File: config.mk
export PLATFORM = sky130hd
export DESIGN_NAME = lru_victim_sel
export DESIGN_NICKNAME = d
export VERILOG_FILES = /design/src/rtl/lru_pkg.sv /design/src/rtl/lru_refcnt.sv /design/src/rtl/lru_pick.sv /design/src/rtl/lru_stamp_wr.sv /design/src/rtl/lru_victim_sel.sv
export SDC_FILE = /design/constraint.sdc
export NUM_CORES = 1
export LEC_CHECK = 0
export BUFFER_PORTS_ARGS = -buffer_cell sky130_fd_sc_hd__buf_2
export CAP_MARGIN = 20
export CORE_MARGIN = 2
export CORE_UTILIZATION = 53
export CTS_CLUSTER_SIZE = 12
export DETAILED_ROUTE_END_ITERATION = 8
export MAX_ROUTING_LAYER = met4
export PLACE_DENSITY = 0.88
export SYNTH_ARGS = -nofsm -noshare
export SYNTH_HDL_FRONTEND = slang
export SYNTH_HIERARCHICAL = 1
export SYNTH_SLANG_ARGS = --single-unit
File: constraint.sdc
create_clock -name clk -period 16.2 [get_ports clk]
set_input_delay 1.62 -clock clk [delete_from_list [all_inputs] [get_ports clk]]
set_output_delay 1.62 -clock clk [all_outputs]
set_load 0.005 [all_outputs]
File: src/rtl/lru_pkg.sv
package lru_pkg;
  // Source of a timestamp write-back
  typedef enum logic [1:0] {
    STAMP_NONE = 2'd0,
    STAMP_HIT  = 2'd1,
    STAMP_FILL = 2'd2
  } stamp_src_e;
endpackage

File: src/rtl/lru_refcnt.sv
module lru_refcnt #(
  parameter int TSW = 16
) (
  input  logic           clk,
  input  logic           rst_n,
  input  logic           acc_i,
  output logic [TSW-1:0] cnt_o,
  output logic [TSW-1:0] cnt_next_o
);
  localparam logic [TSW-1:0] CNT_MAX = {TSW{1'b1}};

  logic [TSW-1:0] cnt_q;

  // Count including the access of this cycle, held at the top value
  always_comb begin
    if (acc_i && (cnt_q != CNT_MAX)) cnt_next_o = cnt_q + 1'b1;
    else                             cnt_next_o = cnt_q;
  end

  always_ff @(posedge clk or negedge rst_n) begin
    if (!rst_n) cnt_q <= '0;
    else        cnt_q <= cnt_next_o;
  end

  assign cnt_o = cnt_q;
endmodule

File: src/rtl/lru_pick.sv
module lru_pick #(
  parameter int WAYS = 4,
  parameter int TSW  = 16,
  localparam int WIDX = (WAYS > 1) ? $clog2(WAYS) : 1
) (
  input  logic [WAYS-1:0]     valid_i,
  input  logic [WAYS*TSW-1:0] stamp_i,
  output logic [WIDX-1:0]     way_o,
  output logic                empty_o
);
  generate
    if (WAYS == 1) begin : g_direct
      assign way_o   = '0;
      assign empty_o = ~valid_i[0];
    end else begin : g_assoc
      logic [TSW-1:0]  best;
      logic [WIDX-1:0] pick;
      logic            hole;

      always_comb begin
        hole = 1'b0;
        pick = '0;
        best = stamp_i[TSW-1:0];
        // empty ways first, lowest index
        for (int i = 0; i < WAYS; i++) begin
          if (!hole && !valid_i[i]) begin
            hole = 1'b1;
            pick = WIDX'(i);
          end
        end
        // full set: strict less-than keeps the lowest index on ties
        if (!hole) begin
          for (int i = 1; i < WAYS; i++) begin
            if (stamp_i[i*TSW +: TSW] < best) begin
              best = stamp_i[i*TSW +: TSW];
              pick = WIDX'(i);
            end
          end
        end
      end

      assign way_o   = pick;
      assign empty_o = hole;
    end
  endgenerate
endmodule

File: src/rtl/lru_stamp_wr.sv
module lru_stamp_wr #(
  parameter int WAYS = 4,
  parameter int TSW  = 16,
  localparam int WIDX = (WAYS > 1) ? $clog2(WAYS) : 1
) (
  input  logic            hit_i,
  input  logic [WIDX-1:0] hit_way_i,
  input  logic            fill_i,
  input  logic [WIDX-1:0] fill_way_i,
  input  logic [TSW-1:0]  cnt_next_i,
  output logic            we_o,
  output logic [WIDX-1:0] way_o,
  output logic [TSW-1:0]  val_o
);
  import lru_pkg::*;

  stamp_src_e src;

  always_comb begin
    if (hit_i)       src = STAMP_HIT;
    else if (fill_i) src = STAMP_FILL;
    else             src = STAMP_NONE;
  end

  always_comb begin
    unique case (src)
      STAMP_HIT:  way_o = hit_way_i;
      STAMP_FILL: way_o = fill_way_i;
      default:    way_o = '0;
    endcase
  end

  assign we_o  = (src != STAMP_NONE);
  assign val_o = cnt_next_i;
endmodule

File: src/rtl/lru_victim_sel.sv
module lru_victim_sel #(
  parameter int WAYS = 4,
  parameter int TSW  = 16,
  localparam int WIDX = (WAYS > 1) ? $clog2(WAYS) : 1
) (
  input  logic                clk,
  input  logic                rst_n,
  input  logic                acc_i,
  input  logic                hit_i,
  input  logic [WIDX-1:0]     hit_way_i,
  input  logic                fill_i,
  input  logic [WIDX-1:0]     fill_way_i,
  input  logic [WAYS-1:0]     set_valid_i,
  input  logic [WAYS*TSW-1:0] set_stamp_i,
  output logic [WIDX-1:0]     victim_o,
  output logic                victim_empty_o,
  output logic                stamp_we_o,
  output logic [WIDX-1:0]     stamp_way_o,
  output logic [TSW-1:0]      stamp_val_o,
  output logic [TSW-1:0]      refcnt_o
);
  logic [TSW-1:0] cnt_next;

  lru_refcnt #(.TSW(TSW)) u_cnt (
    .clk        (clk),
    .rst_n      (rst_n),
    .acc_i      (acc_i),
    .cnt_o      (refcnt_o),
    .cnt_next_o (cnt_next)
  );

  lru_pick #(.WAYS(WAYS), .TSW(TSW)) u_pick (
    .valid_i (set_valid_i),
    .stamp_i (set_stamp_i),
    .way_o   (victim_o),
    .empty_o (victim_empty_o)
  );

  lru_stamp_wr #(.WAYS(WAYS), .TSW(TSW)) u_wr (
    .hit_i      (hit_i),
    .hit_way_i  (hit_way_i),
    .fill_i     (fill_i),
    .fill_way_i (fill_way_i),
    .cnt_next_i (cnt_next),
    .we_o       (stamp_we_o),
    .way_o      (stamp_way_o),
    .val_o      (stamp_val_o)
  );
endmodule

* After elaboration in Yosys (flattened, before gate mapping)
Index checks and enable logic that the tools add are counted.
** Storage, ports and cells
- Register bits after elaboration :: 16
- Input port bits :: 77
- Output and inout bits :: 38
- Logic and storage cells :: 37
** Cells by class
- Add/sub/neg operators :: 1
- Magnitude comparators :: 3
- Eq/ne operators :: 3
- Muxes and demuxes :: 19
- Reductions and logical operators :: 10
** Operators by type and width (count)
- $mux 16 :: 5
- $lt 16x16->1 :: 3
- $add 16x1->16 const B :: 1
- $mux 2 :: 8
- $ne 16x16->1 const B :: 1
- $logic_not 1->1 :: 5
- $mux 1 :: 5
- $logic_and 1x1->1 :: 4
- $pmux 2 s2 :: 1
- $eq 2x1->1 const B :: 1
- $eq 2x2->1 const B :: 1
- $reduce_bool 2->1 :: 1

* Logic depth before layout (Yosys ltp)
- Depth in word-level cells :: 16
- Mapped depth :: 27

* Hierarchy
The synthesis kept the hierarchy.
** By module, submodules not included
- lru_pick :: instances 1, cells each 204, area an instance 1724.2 um2
- lru_refcnt :: instances 1, cells each 70, area an instance 814.5 um2
- lru_stamp_wr :: instances 1, cells each 23, area an instance 151.4 um2

* Worst setup path before layout
OpenSTA, ideal clock, no wires.
- Kind :: in2out
- Start :: input set_stamp_i[9]
- End :: output victim_o[0]
- Data arrival time :: 6.760 ns
- Data required time :: 14.580 ns
- Path slack :: 7.820 ns
- Stages on the path :: 27
- Buffers on the path :: 3
- Cell sequence :: inv_1 > ha_1 > a21o_1 > a21o_1 > a2111oi_4 > a21oi_2 > nor2_4 > buf_6 > mux2i_1 > ha_1 > nand4_1 > or3_1 > a21oi_2 > and4_1 > o221ai_2 > and2_4 > buf_6 > buf_12 > mux2_4 > ha_1 > a21o_1 > a21o_1 > a21oi_1 > o21ai_0 > a21o_1 > a211o_2 > o22ai_1
** Between the ends
- Longest elaborated chain between the ends :: 9
- Elaborated cells on any way between the ends :: 11
** Ends and longest elaborated chain
- from (decl) :: line lru_victim_sel.sv:14 : input logic [WAYS*TSW-1:0] set_stamp_i,
- $lt 16x16->1 :: line lru_pick.sv:34 : if (stamp_i[i*TSW +: TSW] < best) begin
- $mux 16 :: line lru_pick.sv:34
- $mux 16 :: line lru_pick.sv:32 : if (!hole) begin
- $lt 16x16->1 :: line lru_pick.sv:34
- $mux 16 :: line lru_pick.sv:34
- $mux 16 :: line lru_pick.sv:32
- $lt 16x16->1 :: line lru_pick.sv:34
- $mux 2 * :: line lru_pick.sv:34
- $mux 2 * :: line lru_pick.sv:32
- to (decl) :: line lru_victim_sel.sv:15 : output logic [WIDX-1:0] victim_o,
Every way passes the cells marked *; elsewhere a longest branch is shown, timed or not. The select of a mux whose other input is x is not followed.

* Worst setup path in the final report
Same ends and word-level chain as after synthesis.

==> flow_summary.yaml <==
synth:
  yosys-top-cells-area: "ha_1, dfrtp_1, mux2_4, mux2i_1, inv_1"
  synth.distinct_cells: 54
  synth_fa_ha_area_frac: 0.214
  avgSynthCellArea_um2: 9.06
  synthCells: 297
  ys.flop_type: "dfrtp_1"
  ys_async_sr_fraction: 1.00
  yosys_register_bits: 16
  ys_top_cells_by_count: "ha_1, inv_1, a21oi_1, buf_4, dfrtp_1"
  yosysTopAreaCell: "ha_1"
  syn-cell-area_um2: 2690
  synth_compound_area_frac: 0.186
  synth_edf_count: 0
  synth_xor_area_frac: 0.0326
  synthMuxAreaShare: 0.141
  synth_top_family_by_area: "adder cells"
  synthSimpleGateAreaFrac: 0.170
  synth.most_common_cell: "ha_1"
  syn-num-nets: 420
  synth-warning-count: 6
  synth_top_area_frac: 0.214
  ys_seq_area_frac: 0.149
critical_path:
  endpoint_kind: "output pin"
  worst-path-stages: 25
  r2r_slack_ns: 14.17
  startpoint: "set_stamp_i[9]"
  cp_slowest_cell: "nor2_4"
  r2r_cells: 5
  cpLargestDelayFamily: "compound AO/OA/AOI/OAI gates"
  cpPeakStageDelay_ns: 0.54
  cp.buffers_inverters: 3
  startpoint_type: "input port"
  critPathKind: "input port to output pin"
  endpoint: "victim_o[0]"
  reg2reg_to: "u_cnt/cnt_o[14]$_DFF_PN0_"
  cp_common_cell: "a21o_1"
  arrival_ns: 7.64
  required_ns: 14.58
  crit_fanout: 16
  reg2reg_from: "u_cnt/cnt_o[0]$_DFF_PN0_"
finish:
  nNetsFinal: 520
  largest_reg_flops: 16
  final_util: 0.672
  diodes: 0
  fillers: 406
  seqCellArea_um2: 400
  area_delta_synth_final_pct: 20.3
  layout-drive-gt1-share: 0.386
  multi_input_area_um2: 2000
timing:
  hold_viol: 0
  fmaxAchievable_ghz: 0.108
  rsz0062_at_grt: "no"
  slew_headroom: 0.582
  drv_slew: 0
  post-route-period-util: 0.572
  timing.hold.ws_ns: 0.555
  setup_viol: 0
  layout_min_cycle_time_ns: 9.26
  fin_setup_tns_ns: 0
  fin_skew_ns: 0.00157
  tightest_slew_ns: 0.621
  finalWorstSetupSlack_ns: 6.94
pwr:
  combPwrFrac: 0.576
  irDropWorstVdd_mv: 0.0847
  swShare: 0.406
  power_switching_mw: 0.0929
  power_mw: 0.229
  seqPwrFrac: 0.268
  intPower_mw: 0.136
  power.density_nw_per_um2: 70.7
  pwr-share-clk: 0.157
  p_leak_nw: 1.84
grt:
  use_met3: 0.0375
  grt_pass1_vias: 2396
  grt_overflow: 0
  busiest_layer: "met2"
  grt_util_met2: 0.382
  grt_use_met1: 0.310
  grt_use_total: 0.239
  grt_pass1_wl_um: 10300
  grt_max_degree: 17
  antenna_found_initial: 0
run:
  maxCapViolations: 0
route:
  routedWlPerCell_um: 14.5
  via_per_inst: 5.59
  totalWireLength_um: 6710
  ant_nets: 0
  drc_errors: 0
  drtIter0Drc: 127
  vias: 2588
  first_pass_iters: 4
cts:
  ctsResizeCount: 0
  insertion_delay_ns: 0.25
  cts-root-buf: "clkbuf_8"
  post_cts_buffers: 0
  cts_tree: "built"
  ctsHoldBuffers: 0
  cts_buffers: 3
  htreeDepth: 1
  ctsLongestPathBuffers: 2
  clock-sinks: 16
  cts.clk_slew.worst_paths_ns: 0.06
floorplanning:
  design.die.area_um2: 5660
  die_x_um: 75.2
  start_util: 0.558
  boundaryPins: 115
  fp.dieH_um: 75.2
  num_rows: 25
  fp.coreArea_um2: 4820
placement:
  dp_slack_ns: 7.01
  dp_hpwl_um: 5690
  numPortBuffers: 114
  place_congestion: 0.950
worst_hold_path:
  hold_path_startpoint: "u_cnt/cnt_o[15]$_DFF_PN0_"
  min_path_type: "register to register"
run_status:
  status: "finished clean"
-- cell families (layout without fill, tap and decap cells) --
| kind of cell | after synthesis | in the layout |
|---|---|---|
| adder cells (fa/ha/maj) | 46 | 46 |
| flip-flops | 16 | 16 |
| buffers and inverters | 53 | 152 |
| XOR/XNOR | 10 | 10 |
| multiplexers | 32 | 32 |
| AND/OR/NAND/NOR | 76 | 76 |
| AO/OA/AOI/OAI | 64 | 64 |
-- through the flow --
step / instance area, µm² / cells
5_1_grt: 3240 / 463
6_report: 3240 / 463
4_1_cts: 3240 / 463
2_1_floorplan: 2690 / 297
3_5_place_dp: 3180 / 459
3_3_place_gp: 3180 / 459
-- layout make-up --
class | instances | area share
Clock buffer | 4 | 0.0170
Timing Repair Buffer | 114 | 0.176
Sequential cell | 16 | 0.124
Multi-Input combinational cell | 228 | 0.618
Tap cell | 67 | 0.0259
Inverter | 34 | 0.0394
-- metal layers --
| metal | up-vias | wire length (µm) |
|---|---|---|
| li1 | 1278 | - |
| met5 | - | 0 |
| met4 | 0 | 129 |
| met2 | 118 | 3150 |
| met3 | 16 | 433 |
| met1 | 1176 | 3000 |
-- worst reg2reg max path, delay by kind of cell (launching register included) --
| kind | cells | cell delay (ns) |
|---|---|---|
| fa+ha+maj | 1 | 0.29 |
| mux | 1 | 0.34 |
| flops | 1 | 0.42 |
| simple gates | 3 | 0.86 |
-- placed cells by master (no fill, tap or decap), drive strengths merged, types with 2 or more instances in the layout --
cell,instances
buf,114
ha,46
inv,34
a21oi,19
mux2,17
dfrtp,16
mux2i,15
nand4,15
nand2,14
nor3,10
nor2,10
o21ai,10
a21o,9
xor2,6
nand3,5
clkbuf,4
xnor2,4
o21a,4
and4,4
a211oi,3
or2,3
a2111oi,3
or3,3
o31ai,3
nand2b,2
and3,2
nor4,2
o211ai,2
nor2b,2
a21bo,2
and2,2
-- power by group through the flow --
stage	clock network, mW	logic (mW)	registers, mW
after global placement	0	0.126	0.0609
after floorplan	0	0.0998	0.0608
final	0.0359	0.132	0.0613
after CTS	0.0368	0.132	0.0613
after global routing	0.0389	0.147	0.0631
after detailed placement	0	0.131	0.0618
-- worst min path at each step --
stage | end | slack (ns) | cells past startpoint
after floorplan | u_cnt/cnt_o[10]$_DFF_PN0_ | 0.52 | 1
after global placement | u_cnt/cnt_o[0]$_DFF_PN0_ | 0.53 | 1
after detailed placement | u_cnt/cnt_o[10]$_DFF_PN0_ | 0.55 | 1
after CTS | u_cnt/cnt_o[15]$_DFF_PN0_ | 0.56 | 1
after global routing | u_cnt/cnt_o[7]$_DFF_PN0_ | 0.58 | 1
final | u_cnt/cnt_o[15]$_DFF_PN0_ | 0.56 | 1
Note: power is estimated with default switching activity, not from simulation.
